<file path="config.mk">
export PLATFORM = sky130hd
export DESIGN_NAME = i2c_stat_unit
export DESIGN_NICKNAME = d
export VERILOG_FILES = /design/src/rtl/i2c_stat_unit.sv
export SDC_FILE = /design/constraint.sdc
export NUM_CORES = 1
export LEC_CHECK = 0
export ABC_AREA = 1
export BUFFER_PORTS_ARGS = -buffer_cell sky130_fd_sc_hd__buf_2
export CORE_MARGIN = 10
export CORE_UTILIZATION = 43
export DETAILED_ROUTE_END_ITERATION = 10
export PLACE_DENSITY_LB_ADDON = 0.1
export REMOVE_ABC_BUFFERS = 1
export SLEW_MARGIN = 20
export SYNTH_ARGS = -nofsm -noshare
export SYNTH_HDL_FRONTEND = slang
export SYNTH_SLANG_ARGS = --single-unit
</file>
<file path="constraint.sdc">
create_clock -name clk -period 1.8 [get_ports clk]
set_input_delay 0.54 -clock clk [delete_from_list [all_inputs] [get_ports clk]]
set_output_delay 0.54 -clock clk [all_outputs]
set_load 0.02 [all_outputs]
</file>
<file path="src/rtl/i2c_stat_unit.sv">
module i2c_stat_unit #(
  parameter int ADDR_W   = 8,
  parameter int DATA_OFS = 'h00,
  parameter int STAT_OFS = 'h08,
  parameter int IEN_OFS  = 'h0C
) (
  input  logic              clk,
  input  logic              rst_n,
  input  logic [ADDR_W-1:0] addr,
  input  logic              wr_en,
  input  logic              rd_en,
  input  logic [7:0]        wdata,
  output logic [7:0]        rdata,
  input  logic              ev_wait,
  input  logic              ev_nack,
  input  logic              ev_arb_lost,
  input  logic              rx_done,
  input  logic              dr_empty,
  input  logic              bus_busy,
  input  logic              scl_level,
  input  logic              sda_level,
  output logic              irq,
  output logic              tx_dma_req,
  output logic              rx_dma_req,
  output logic              scl_hold,
  output logic [1:0]        cnt_ext
);

  localparam logic [ADDR_W-1:0] A_DATA = ADDR_W'(DATA_OFS);
  localparam logic [ADDR_W-1:0] A_STAT = ADDR_W'(STAT_OFS);
  localparam logic [ADDR_W-1:0] A_IEN  = ADDR_W'(IEN_OFS);
  localparam int B_TXDMA = 5;
  localparam int B_RXDMA = 4;

  logic [2:0] ev_q;
  logic [7:0] ien_q;
  logic       rx_q;

  wire stat_wr = wr_en && addr == A_STAT;
  wire ien_wr  = wr_en && addr == A_IEN;
  wire data_rd = rd_en && addr == A_DATA;

  wire [2:0] keep_mask = stat_wr ? wdata[3:1] : 3'b111;
  wire [2:0] ev_in     = {ev_arb_lost, ev_nack, ev_wait};

  always_ff @(posedge clk or negedge rst_n) begin
    if (!rst_n) begin
      ev_q  <= '0;
      ien_q <= '0;
      rx_q  <= 1'b0;
    end else begin
      ev_q <= (ev_q & keep_mask) | ev_in;
      if (ien_wr) ien_q <= wdata;
      rx_q <= (rx_q && !data_rd) || (rx_done && ien_q[B_RXDMA]);
    end
  end

  wire [7:0] stat_view = {scl_level, sda_level, 1'b0, bus_busy, ev_q, dr_empty};

  always_comb begin
    rdata = '0;
    if (rd_en) begin
      if (addr == A_STAT) rdata = stat_view;
      else if (addr == A_IEN) rdata = ien_q;
    end
  end

  wire dte_irq = dr_empty && ien_q[0] && !ien_q[B_TXDMA];

  assign irq        = |(ev_q & ien_q[3:1]) || dte_irq;
  assign tx_dma_req = dr_empty && ien_q[B_TXDMA];
  assign rx_dma_req = rx_q;
  assign scl_hold   = ev_q[0];
  assign cnt_ext    = ien_q[7:6];

endmodule


</file>
Word level (Yosys, flattened, before mapping)
Cells that the tools add are included.
{ "word_totals": {"wordCells": 26, "output_inout_bits": 14, "input_bits": 28, "regBits": 12} }
{ "op_classes": {"n_reduce_logical": 14, "mux": 4, "bitwise_logic": 3, "n_eq_ne": 2} }
{ "op_table": {"columns": ["op", "n"], "rows": [
  ["$mux 8", 3],
  ["$eq 8x4->1 const B", 2],
  ["$logic_and 1x1->1", 8],
  ["$logic_not 8->1", 1],
  ["$and 3x3->3", 2],
  ["$mux 3", 1],
  ["$or 3x3->3", 1],
  ["$reduce_or 3->1", 1],
  ["$logic_not 1->1", 2],
  ["$logic_or 1x1->1", 2]
]} }

Logic depth before layout (Yosys ltp)
Gate-level depths: netlist (run 1).
{ "depth": {"ltp_word": 5, "mapped_depth": 8, "mapped_depth_nobuf": 7} }

Worst setup path after synthesis (run 1)
No wires, ideal clock.
{ "synth_timing": {"path_type": "in2out", "startpoint": "in addr[7]", "endpoint": "out rdata[5]", "slack_ns": -0.212, "required_time_ns": 1.260, "stages": 3, "path_buffers": 0, "arrival_time_ns": 1.472, "cell_sequence": "nor2_1 nand2_2 nor4_1"} }
{ "synth_via": {"elab_chain_cells": 4, "word_cells_on_any_way": 5, "classes_between": "eq/ne: 2; mux: 3"} }
{ "synth_rtl": {"columns": ["element", "line", "source"], "rows": [
  ["start: declaration", "9", "input logic [ADDR_W-1:0] addr,"],
  ["$eq 8x4->1", "64", "else if (addr == A_IEN) rdata = ien_q;"],
  ["$mux 8", "64", null],
  ["$mux 8 (*)", "63", "if (addr == A_STAT) rdata = stat_view;"],
  ["$mux 8 (*)", "62", "if (rd_en) begin"],
  ["end: declaration", "13", "output logic [7:0] rdata,"]
]} }
Every way passes the cells marked *; elsewhere a longest branch is shown, timed or not.

Worst setup path in the final report (run 1)
{ "layout_timing": {"startpoint": "in addr[6]", "endpoint": "out rdata[6]"} }
Same word-level chain as after synthesis.

==> results of run 1 <==
## timing repair
item / 4_1_cts / 5_1_grt
cloned: 1 / 0
endpoints found under the setup margin: 8 / 8
hold buffers: 0 / 0
resized for setup: 32 / 10
pin swaps: 21 / 6
setup buffers: 4 / 2
## flip-flops by register name (all words and copies together), names as in the netlist
signal	count
ev_q	3
ien_q	8
rx_dma_req	1
## cell type report
type / instances / share of cell area (%)
Clock buffer: 4 / 2.82
Inverter: 17 / 4.95
Multi-Input combinational cell: 79 / 34.6
Sequential cell: 12 / 23.3
Tap cell: 25 / 2.43
Timing Repair Buffer: 57 / 31.9
## layout by cell type (no fill, tap or decap)
master / synthesis / layout
nand3_1: 11 / 10
inv_2: 0 / 1
clkbuf_4: 0 / 3
clkbuf_8: 0 / 1
o21ai_0: 1 / 1
dfrtp_1: 12 / 12
a21oi_1: 7 / 1
nand2_1: 42 / 38
a21oi_2: 0 / 6
buf_6: 2 / 11
buf_4: 2 / 19
nor4_1: 1 / 1
inv_1: 17 / 16
nor2_1: 6 / 2
buf_2: 1 / 26
nand2_4: 0 / 2
buf_8: 0 / 1
nand2_2: 2 / 4
o21ai_2: 3 / 3
nand4_1: 2 / 2
nand3_2: 0 / 1
nor2_4: 2 / 6
nor2_2: 1 / 2
## metrics by stage
| step | std cells | power, mW | hold WS (ps) |
|---|---|---|---|
| final | 194 | 0.672 | 145 |
| after global routing | 194 | 0.708 | 146 |
| after CTS | 192 | 0.671 | 144 |
| after detailed placement | 183 | 0.430 | 439 |
| after global placement | 183 | 0.427 | 434 |
| after floorplan | 107 | 0.357 | 244 |
## worst max-delay path by stage
stage | startpoint | to | cells past startpoint
2_1_floorplan | addr[7] | rdata[5] | 3
3_3_place_gp | addr[7] | rdata[4] | 7
3_5_place_dp | addr[7] | rdata[0] | 7
4_1_cts | addr[0] | rdata[2] | 7
5_1_grt | addr[6] | rdata[6] | 8
6_report | addr[6] | rdata[6] | 8
## power groups by stage
stage	Combinational, mW	Sequential [mW]	Clock, mW
after floorplan	0.0432	0.314	0
after global placement	0.125	0.302	0
after detailed placement	0.128	0.302	0
after CTS	0.153	0.297	0.222
after global routing	0.172	0.300	0.236
final	0.159	0.298	0.215
## cells in the mapped netlist
| cell type | n | area share, % |
|---|---|---|
| dfrtp_1 | 12 | 39 |
| buf_4 | 2 | 2.0 |
| nand4_1 | 2 | 1.6 |
| inv_1 | 17 | 8.3 |
| buf_6 | 2 | 2.9 |
| nor4_1 | 1 | 0.81 |
| o21ai_0 | 1 | 0.65 |
| nor2_4 | 2 | 2.9 |
| nor2_2 | 1 | 0.81 |
| nand2_1 | 42 | 21 |
| buf_2 | 1 | 0.65 |
| nand2_2 | 2 | 1.6 |
| nor2_1 | 6 | 2.9 |
| a21oi_1 | 7 | 4.6 |
| nand3_1 | 11 | 7.2 |
| o21ai_2 | 3 | 3.4 |
## cell families (layout without fill, tap and decap cells)
kind of cell,after synthesis,in the layout,share of synthesized area (%)
and+or+nand+nor,67,68,38.4
buffers and inverters,22,78,13.8
DFF,12,12,39.1
AOI/OAI and AO/OA,11,11,8.63
## worst max-delay path, cell delays in order
cell	delay, ps
buf_6	100
nor2_4	120
nand2_4	110
buf_4	150
inv_1	100
nand3_1	120
a21oi_2	140
buf_4	150
## per-layer routing
layer | track usage [%] | vias to the layer above | share of wire [%] | wire length, um
li1 | - | 460 | - | -
met3 | 3.58 | 6 | 5.3 | 148
met4 | 3.63 | 0 | 2.1 | 59
met5 | 0 | - | 0 | 0
met2 | 22.7 | 38 | 52 | 1450
met1 | 13.7 | 425 | 40 | 1110
==> results.yml, run 1 <==
sta:
  setup_slack_ps: -263
  post-route-period-util_pct: 115
  rsz0062_at_grt: "yes"
  report.final.slew_viol_count: 0
  final.min_clock_period_ps: 2060
  clock.fmax_mhz: 485
  tightest_slew_ps: 298
  finalSetupViolCount: 8
  finalClockSkew_ps: 0.0855
  slew_headroom_pct: 80.2
  fin_setup_tns_ps: -1490
  finalHoldViolations: 0
global_routing:
  overflow: 0
  antenna_found_initial: 0
  grt_pass1_wl_mm: 4.11
  grt_pass1_vias: 927
  grt_max_degree: 13
  grtUsageTotal_pct: 12.5
logic_synthesis:
  synth.distinct_cells: 16
  ys_ff_latch: 12
  yosysSeqAreaShare_pct: 39.1
  synth_area_um2: 768
  syn-instance-count: 112
  syn_avg_cell_area_um2: 6.86
  ys.warnings.count: 0
outcome:
  failed_checks: "setup timing"
  outcome: "finished with violations"
route:
  drt-pass1-iter-count: 4
  wire_per_inst_um: 14.3
  drtIter0Drc: 18
  vias: 929
  antenna_left: 0
  wl_mm: 2.77
  drc: 0
  vias_per_cell: 4.79
placed_design:
  port_buffers: 41
  place_area_um2: 1040
  place_hpwl_mm: 1.87
  pre_cts_ws_ps: -323
  place_congestion: 0.849
power_and_ir_drop:
  power_density_nw_per_um2: 521
  clkPwrFrac_pct: 32.1
  p_int_mw: 0.480
  pwr-share-seq_pct: 44.3
  vdd_drop_max_v: 0.000531
  switching_share_pct: 28.6
  leakagePower_nw: 0.691
  power_frac_comb_pct: 23.7
  power.switching_mw: 0.192
clocking:
  clk_pin_slew_ps: 80
  htree_levels: 1
  cts_tree: "yes"
  cts_root_buffer: "clkbuf_4"
  clk_latency_ps: 260
  cts_buffer_depth: 2
  cts.sinks: 12
  cts-buffers-inserted: 3
min_path:
  hold_path_class: "input port to async pin"
worst_setup_path:
  r2r_cells: 2
  r2r-end: "ev_q[0]"
  ff2ff_setup_slack_ps: 1150
  r2r_start: "ev_q[0]"
  cp.required_ps: 1260
  start_kind: "input port"
  worst-path-max-fanout: 6
  end_kind: "output port"
  crit_arrival_ps: 1520
  crit_type: "input port to output port"
floorplanning:
  die_x_um: 62.3
  rows: 15
  fp.coreArea_um2: 1710
  initial_core_util_pct: 45.0
  io_pins: 42
  die_y_um: 62.3
  die_area_um2: 3880
cells_and_area:
  fill_cells: 130
  n_antenna_cell: 0
  multiInputGateArea_um2: 445
  layout-drive-gt1-share_pct: 50.9
  syn2layout_area_growth_pct: 67.8
  final_util_pct: 75.5
  seq_area_um2: 300
  stdcell_area_um2: 1290
  nets: 198
run:
  maxCapViolations: 0
No activity file was read; power rests on OpenSTA's default activity.
==> inputs of run 2 (changes only) <==
--- a/config.mk
+++ b/config.mk
@@ -7,11 +7,11 @@
 export LEC_CHECK = 0
 export ABC_AREA = 1
 export BUFFER_PORTS_ARGS = -buffer_cell sky130_fd_sc_hd__buf_2
-export CORE_MARGIN = 10
 export CORE_UTILIZATION = 43
 export DETAILED_ROUTE_END_ITERATION = 10
 export PLACE_DENSITY_LB_ADDON = 0.1
 export REMOVE_ABC_BUFFERS = 1
+export SKIP_LAST_GASP = 1
 export SLEW_MARGIN = 20
 export SYNTH_ARGS = -nofsm -noshare
 export SYNTH_HDL_FRONTEND = slang
==> constraint.sdc (replaced) <==
create_clock -name clk -period 1.8 [get_ports clk]
set_input_delay 0.54 -clock clk [delete_from_list [all_inputs] [get_ports clk]]
set_output_delay 0.54 -clock clk [all_outputs]
set_load 0.05 [all_outputs]
==> run 2 against run 1 <==
The flow finishes with violations (DRC, setup timing). First-iteration DRC count down 22%. Count of clock-buffer cells in the layout down 1. Utilization grew 4.4 points. Sequential power about the same. Register-to-register slack hardly changed. Design area down 1.3%. Global-route usage up 11 points. Highest routed layer unchanged.
==> results.yml, run 2 (same netlist as run 1, synthesis figures left out) <==
sta:
  finalClockSkew_ps: 0.0754
  final.min_clock_period_ps: 2080
  clock.fmax_mhz: 482
  setup_slack_ps: -276
  finalSetupViolCount: 8
  rsz0062_at_grt: "yes"
  post-route-period-util_pct: 115
  finalHoldViolations: 0
  report.final.slew_viol_count: 0
  slew_headroom_pct: 82.4
  tightest_slew_ps: 263
  timing.hold.ws_ps: 134
worst_setup_path:
  crit_path_start: "addr[6]"
  cp.required_ps: 1260
  crit_path_top_delay_cell: "buf_6"
  end_kind: "output port"
  r2r_start: "ien_q[3]"
  cp_top_family: "buffers and inverters"
  worst-path-max-fanout: 6
  crit_arrival_ps: 1540
  path_buf_inv: 3
  worstPathCellList: "buf_6, nor2_4, nand2_4, buf_4, nor2_4, nand2_2, a21oi_2, buf_6"
  crit_type: "input port to output port"
  worst_path_largest_cell_delay_ps: 180
  start_kind: "input port"
route:
  wire_per_inst_um: 11.4
  wl_mm: 2.16
  vias_per_cell: 4.80
  vias: 908
  drc: 1
  drtIter0Drc: 14
  drt-pass1-iter-count: 9
  antenna_left: 0
cells_and_area:
  largest_register_ffs: 8
  fill_cells: 122
  layout-drive-gt1-share_pct: 52.7
  syn2layout_area_growth_pct: 65.6
  final_common_cell: "nand2_1"
  regMostFlops: "ien_q"
  mostFrequentLayoutCells: "nand2_1, buf_2, inv_1"
  nets: 195
  n_antenna_cell: 0
  stdcell_area_um2: 1270
clocking:
  htree_levels: 1
  cts_buffer_depth: 2
  cts_tree: "yes"
  cts-buffers-inserted: 3
  cts_hold_buffers: 0
  clk_pin_slew_ps: 70
  cts_root_buffer: "clkbuf_4"
  cts.sinks: 12
  clk_latency_ps: 270
outcome:
  failed_checks: "DRC, setup timing"
  outcome: "finished with violations"
power_and_ir_drop:
  power_density_nw_per_um2: 506
  p_int_mw: 0.431
  switching_share_pct: 33.0
  leakagePower_nw: 0.664
  power_frac_comb_pct: 29.2
  vdd_drop_max_v: 0.000432
  pwr-share-seq_pct: 46.1
  clkPwrFrac_pct: 24.7
  power.switching_mw: 0.213
global_routing:
  grtUsageTotal_pct: 23.7
  grt_max_degree: 13
  grt_pass1_vias: 866
  grt_pass1_wl_mm: 3.46
  antenna_found_initial: 0
  overflow: 0
floorplanning:
  initial_core_util_pct: 48.2
  die_x_um: 44.3
  die_area_um2: 1960
  io_pins: 42
  fp.coreArea_um2: 1590
  rows: 14
  die_y_um: 44.3
min_path:
  hold_path_class: "input port to async pin"
placed_design:
  place_area_um2: 1030
  place_hpwl_mm: 1.49
  port_buffers: 41
  place_congestion: 0.793
run:
  maxCapViolations: 0
## run 2: power by group through the flow
stage / sequential (mW) / combinational [mW] / clock, mW
2_1_floorplan: 0.338 / 0.0530 / 0
3_3_place_gp: 0.301 / 0.156 / 0
3_5_place_dp: 0.302 / 0.158 / 0
4_1_cts: 0.296 / 0.175 / 0.161
5_1_grt: 0.299 / 0.202 / 0.175
6_report: 0.297 / 0.188 / 0.159
## run 2: layer usage
| metal | up-vias | global-route usage, % | routed length [um] |
|---|---|---|---|
| li1 | 456 | - | - |
| met1 | 418 | 28.2 | 849 |
| met2 | 30 | 45.3 | 1180 |
| met3 | 4 | 2.45 | 103 |
| met4 | 0 | 5.45 | 24 |
| met5 | - | 0 | 0 |
## run 2: area by class of cell
| cell class | instances | area (um2) | area share, % |
|---|---|---|---|
| multi-input combinational | 79 | 463 | 36.4 |
| timing repair buffer | 54 | 393 | 30.9 |
| sequential | 12 | 300 | 23.6 |
| inverter | 17 | 63.8 | 5.01 |
| tap | 24 | 30.0 | 2.36 |
| clock buffer | 3 | 22.5 | 1.77 |
## run 2: repair_timing
action / CTS / global route
resized for setup: 26 / 25
pin swaps: 14 / 15
buffers inserted: 2 / 2
cloned: 1 / 0
endpoints found under the setup margin: 8 / 9
endpoints found under the hold margin: 0 / 0
## run 2: final timing paths
kind                       slack (ps)  depth (start not counted)          to
max in group asynchronous        1460                          1  rx_dma_req
hold reg to reg                   500                          2    ien_q[7]
hold / removal                    130                          1     ev_q[1]
setup / recovery                 -280                          8    rdata[6]
min in group clk                  450                          3     ev_q[1]
setup reg to reg                 1140                          2    ien_q[3]
## run 2: through the flow
step / utilization, % / TNS [ps] / instances / setup slack (ps) / power [mW]
3_5_place_dp: 64.5 / -2760 / 181 / -366 / 0.460
2_1_floorplan: - / -5220 / 107 / -1030 / 0.391
6_report: 79.8 / -1920 / 189 / -276 / 0.644
4_1_cts: 73.3 / -1870 / 187 / -266 / 0.632
5_1_grt: 79.8 / -2350 / 189 / -319 / 0.676
3_3_place_gp: 64.5 / -2660 / 181 / -350 / 0.457
==> inputs of run 3 (changes only) <==
--- a/config.mk
+++ b/config.mk
@@ -7,6 +7,7 @@
 export LEC_CHECK = 0
 export ABC_AREA = 1
 export BUFFER_PORTS_ARGS = -buffer_cell sky130_fd_sc_hd__buf_2
+export CORE_MARGIN = 10
 export CORE_UTILIZATION = 43
 export DETAILED_ROUTE_END_ITERATION = 10
 export PLACE_DENSITY_LB_ADDON = 0.1
==> run 3 against run 2 <==
The flow finishes with violations (setup timing). Sequential share of layout area decreased by 0.68 points. Register-to-register slack about the same. Die area increased by 98%. Via count increased by 1.1%. Critical path depth decreased by 1. Cell count increased by 4.2%. Count of clock-buffer cells in the layout increased by 1. Routed wire length increased by 25%. Critical path type unchanged.
==> results.yml, run 3 (same netlist as run 1, synthesis figures left out) <==
run:
  maxCapViolations: 0
sta:
  slew_headroom_pct: 80.9
  finalSetupViolCount: 8
  finalClockSkew_ps: 0.0406
  timing.hold.ws_ps: 130
  report.final.slew_viol_count: 0
  rsz0062_at_grt: "yes"
  post-route-period-util_pct: 115
  clock.fmax_mhz: 483
  fin_setup_tns_ps: -1820
  setup_slack_ps: -268
  final.min_clock_period_ps: 2070
  tightest_slew_ps: 286
  finalHoldViolations: 0
route:
  vias: 918
  wire_per_inst_um: 13.7
  drtIter0Drc: 15
  drt-pass1-iter-count: 4
  wl_mm: 2.70
  antenna_left: 0
  vias_per_cell: 4.66
  drc: 0
cells_and_area:
  multiInputGateArea_um2: 454
  layout-drive-gt1-share_pct: 51.7
  regMostFlops: "ien_q"
  stdcell_area_um2: 1310
  final_util_pct: 76.7
  largest_register_ffs: 8
  nets: 201
  syn2layout_area_growth_pct: 70.5
  final_common_cell: "nand2_1"
  n_antenna_cell: 0
  seq_area_um2: 300
  fill_cells: 137
  mostFrequentLayoutCells: "nand2_1, buf_2, buf_4"
  finish.cell_count_without_fillers: 197
clocking:
  cts_buffer_depth: 2
  clk_latency_ps: 280
  clk_pin_slew_ps: 80
  cts_hold_buffers: 0
  cts_root_buffer: "clkbuf_4"
  cts.sinks: 12
  htree_levels: 1
  cts-buffers-inserted: 3
  cts_tree: "yes"
outcome:
  failed_checks: "setup timing"
  outcome: "finished with violations"
power_and_ir_drop:
  leakagePower_nw: 0.709
  p_int_mw: 0.478
  switching_share_pct: 32.5
  clkPwrFrac_pct: 31.3
  vdd_drop_max_v: 0.000414
  pwr-share-seq_pct: 41.9
  power_frac_comb_pct: 26.9
  power.total_mw: 0.707
  power_density_nw_per_um2: 540
  power.switching_mw: 0.230
worst_setup_path:
  worst-path-max-fanout: 7
  end_kind: "output port"
  start_kind: "input port"
  crit_type: "input port to output port"
  crit_arrival_ps: 1530
  cp.required_ps: 1260
floorplanning:
  io_pins: 42
  rows: 15
  die_x_um: 62.3
  fp.coreArea_um2: 1710
  die_y_um: 62.3
  die_area_um2: 3880
  initial_core_util_pct: 45.0
global_routing:
  overflow: 0
  grt_pass1_wl_mm: 4.14
  grt_max_degree: 13
  antenna_found_initial: 0
  grtUsageTotal_pct: 12.7
  grt_pass1_vias: 899
placed_design:
  place_congestion: 0.836
  port_buffers: 41
  place_area_um2: 1050
  pre_cts_ws_ps: -419
  place_hpwl_mm: 1.88
  dp_cells: 185
min_path:
  hold_path_class: "input port to async pin"
## run 3: worst max-delay path, cell delays in order
cell and delay (ps):
buf_2 110, nor2_4 100, nand2_4 110, nor2_4 260, nand2_1 100, a21oi_2 140
buf_6 170
## run 3: repair_timing
action,CTS,global route
setup buffers,5,2
resized for setup,29,17
cloned,1,0
endpoints found under the setup margin,8,9
pin swaps,13,10
## run 3: final timing paths
kind / endpoint / depth (start not counted) / start / slack (ps)
worst max-delay path: rdata[7] / 7 / addr[7] / -270
worst min register to register: rx_dma_req / 2 / rx_dma_req / 500
max in group asynchronous: rx_dma_req / 1 / rst_n / 1450
worst min-delay path: ev_q[2] / 1 / rst_n / 130
min in group clk: ev_q[2] / 3 / ev_arb_lost / 440
worst max register to register: ien_q[3] / 2 / ien_q[3] / 1150
## run 3: power groups by stage
stage / logic [mW] / clock network, mW / registers [mW]
final: 0.190 / 0.221 / 0.296
after global routing: 0.202 / 0.235 / 0.299
after CTS: 0.180 / 0.225 / 0.296
after detailed placement: 0.164 / 0 / 0.301
after global placement: 0.162 / 0 / 0.302
after floorplan: 0.0530 / 0 / 0.338
## run 3: per-layer routing
metal | GRT usage [%] | wire (um) | vias to the layer above
li1 | - | - | 469
met5 | 0 | 0 | -
met2 | 23.6 | 1490 | 27
met1 | 13.4 | 1040 | 420
met4 | 4.19 | 20 | 0
met3 | 3.58 | 152 | 2
## run 3: layout make-up
type,instances,area share [%]
sequential,12,22.9
inverter,17,4.87
timing repair buffer,60,32.4
tap,25,2.39
multi-input combinational,79,34.7
clock buffer,4,2.77
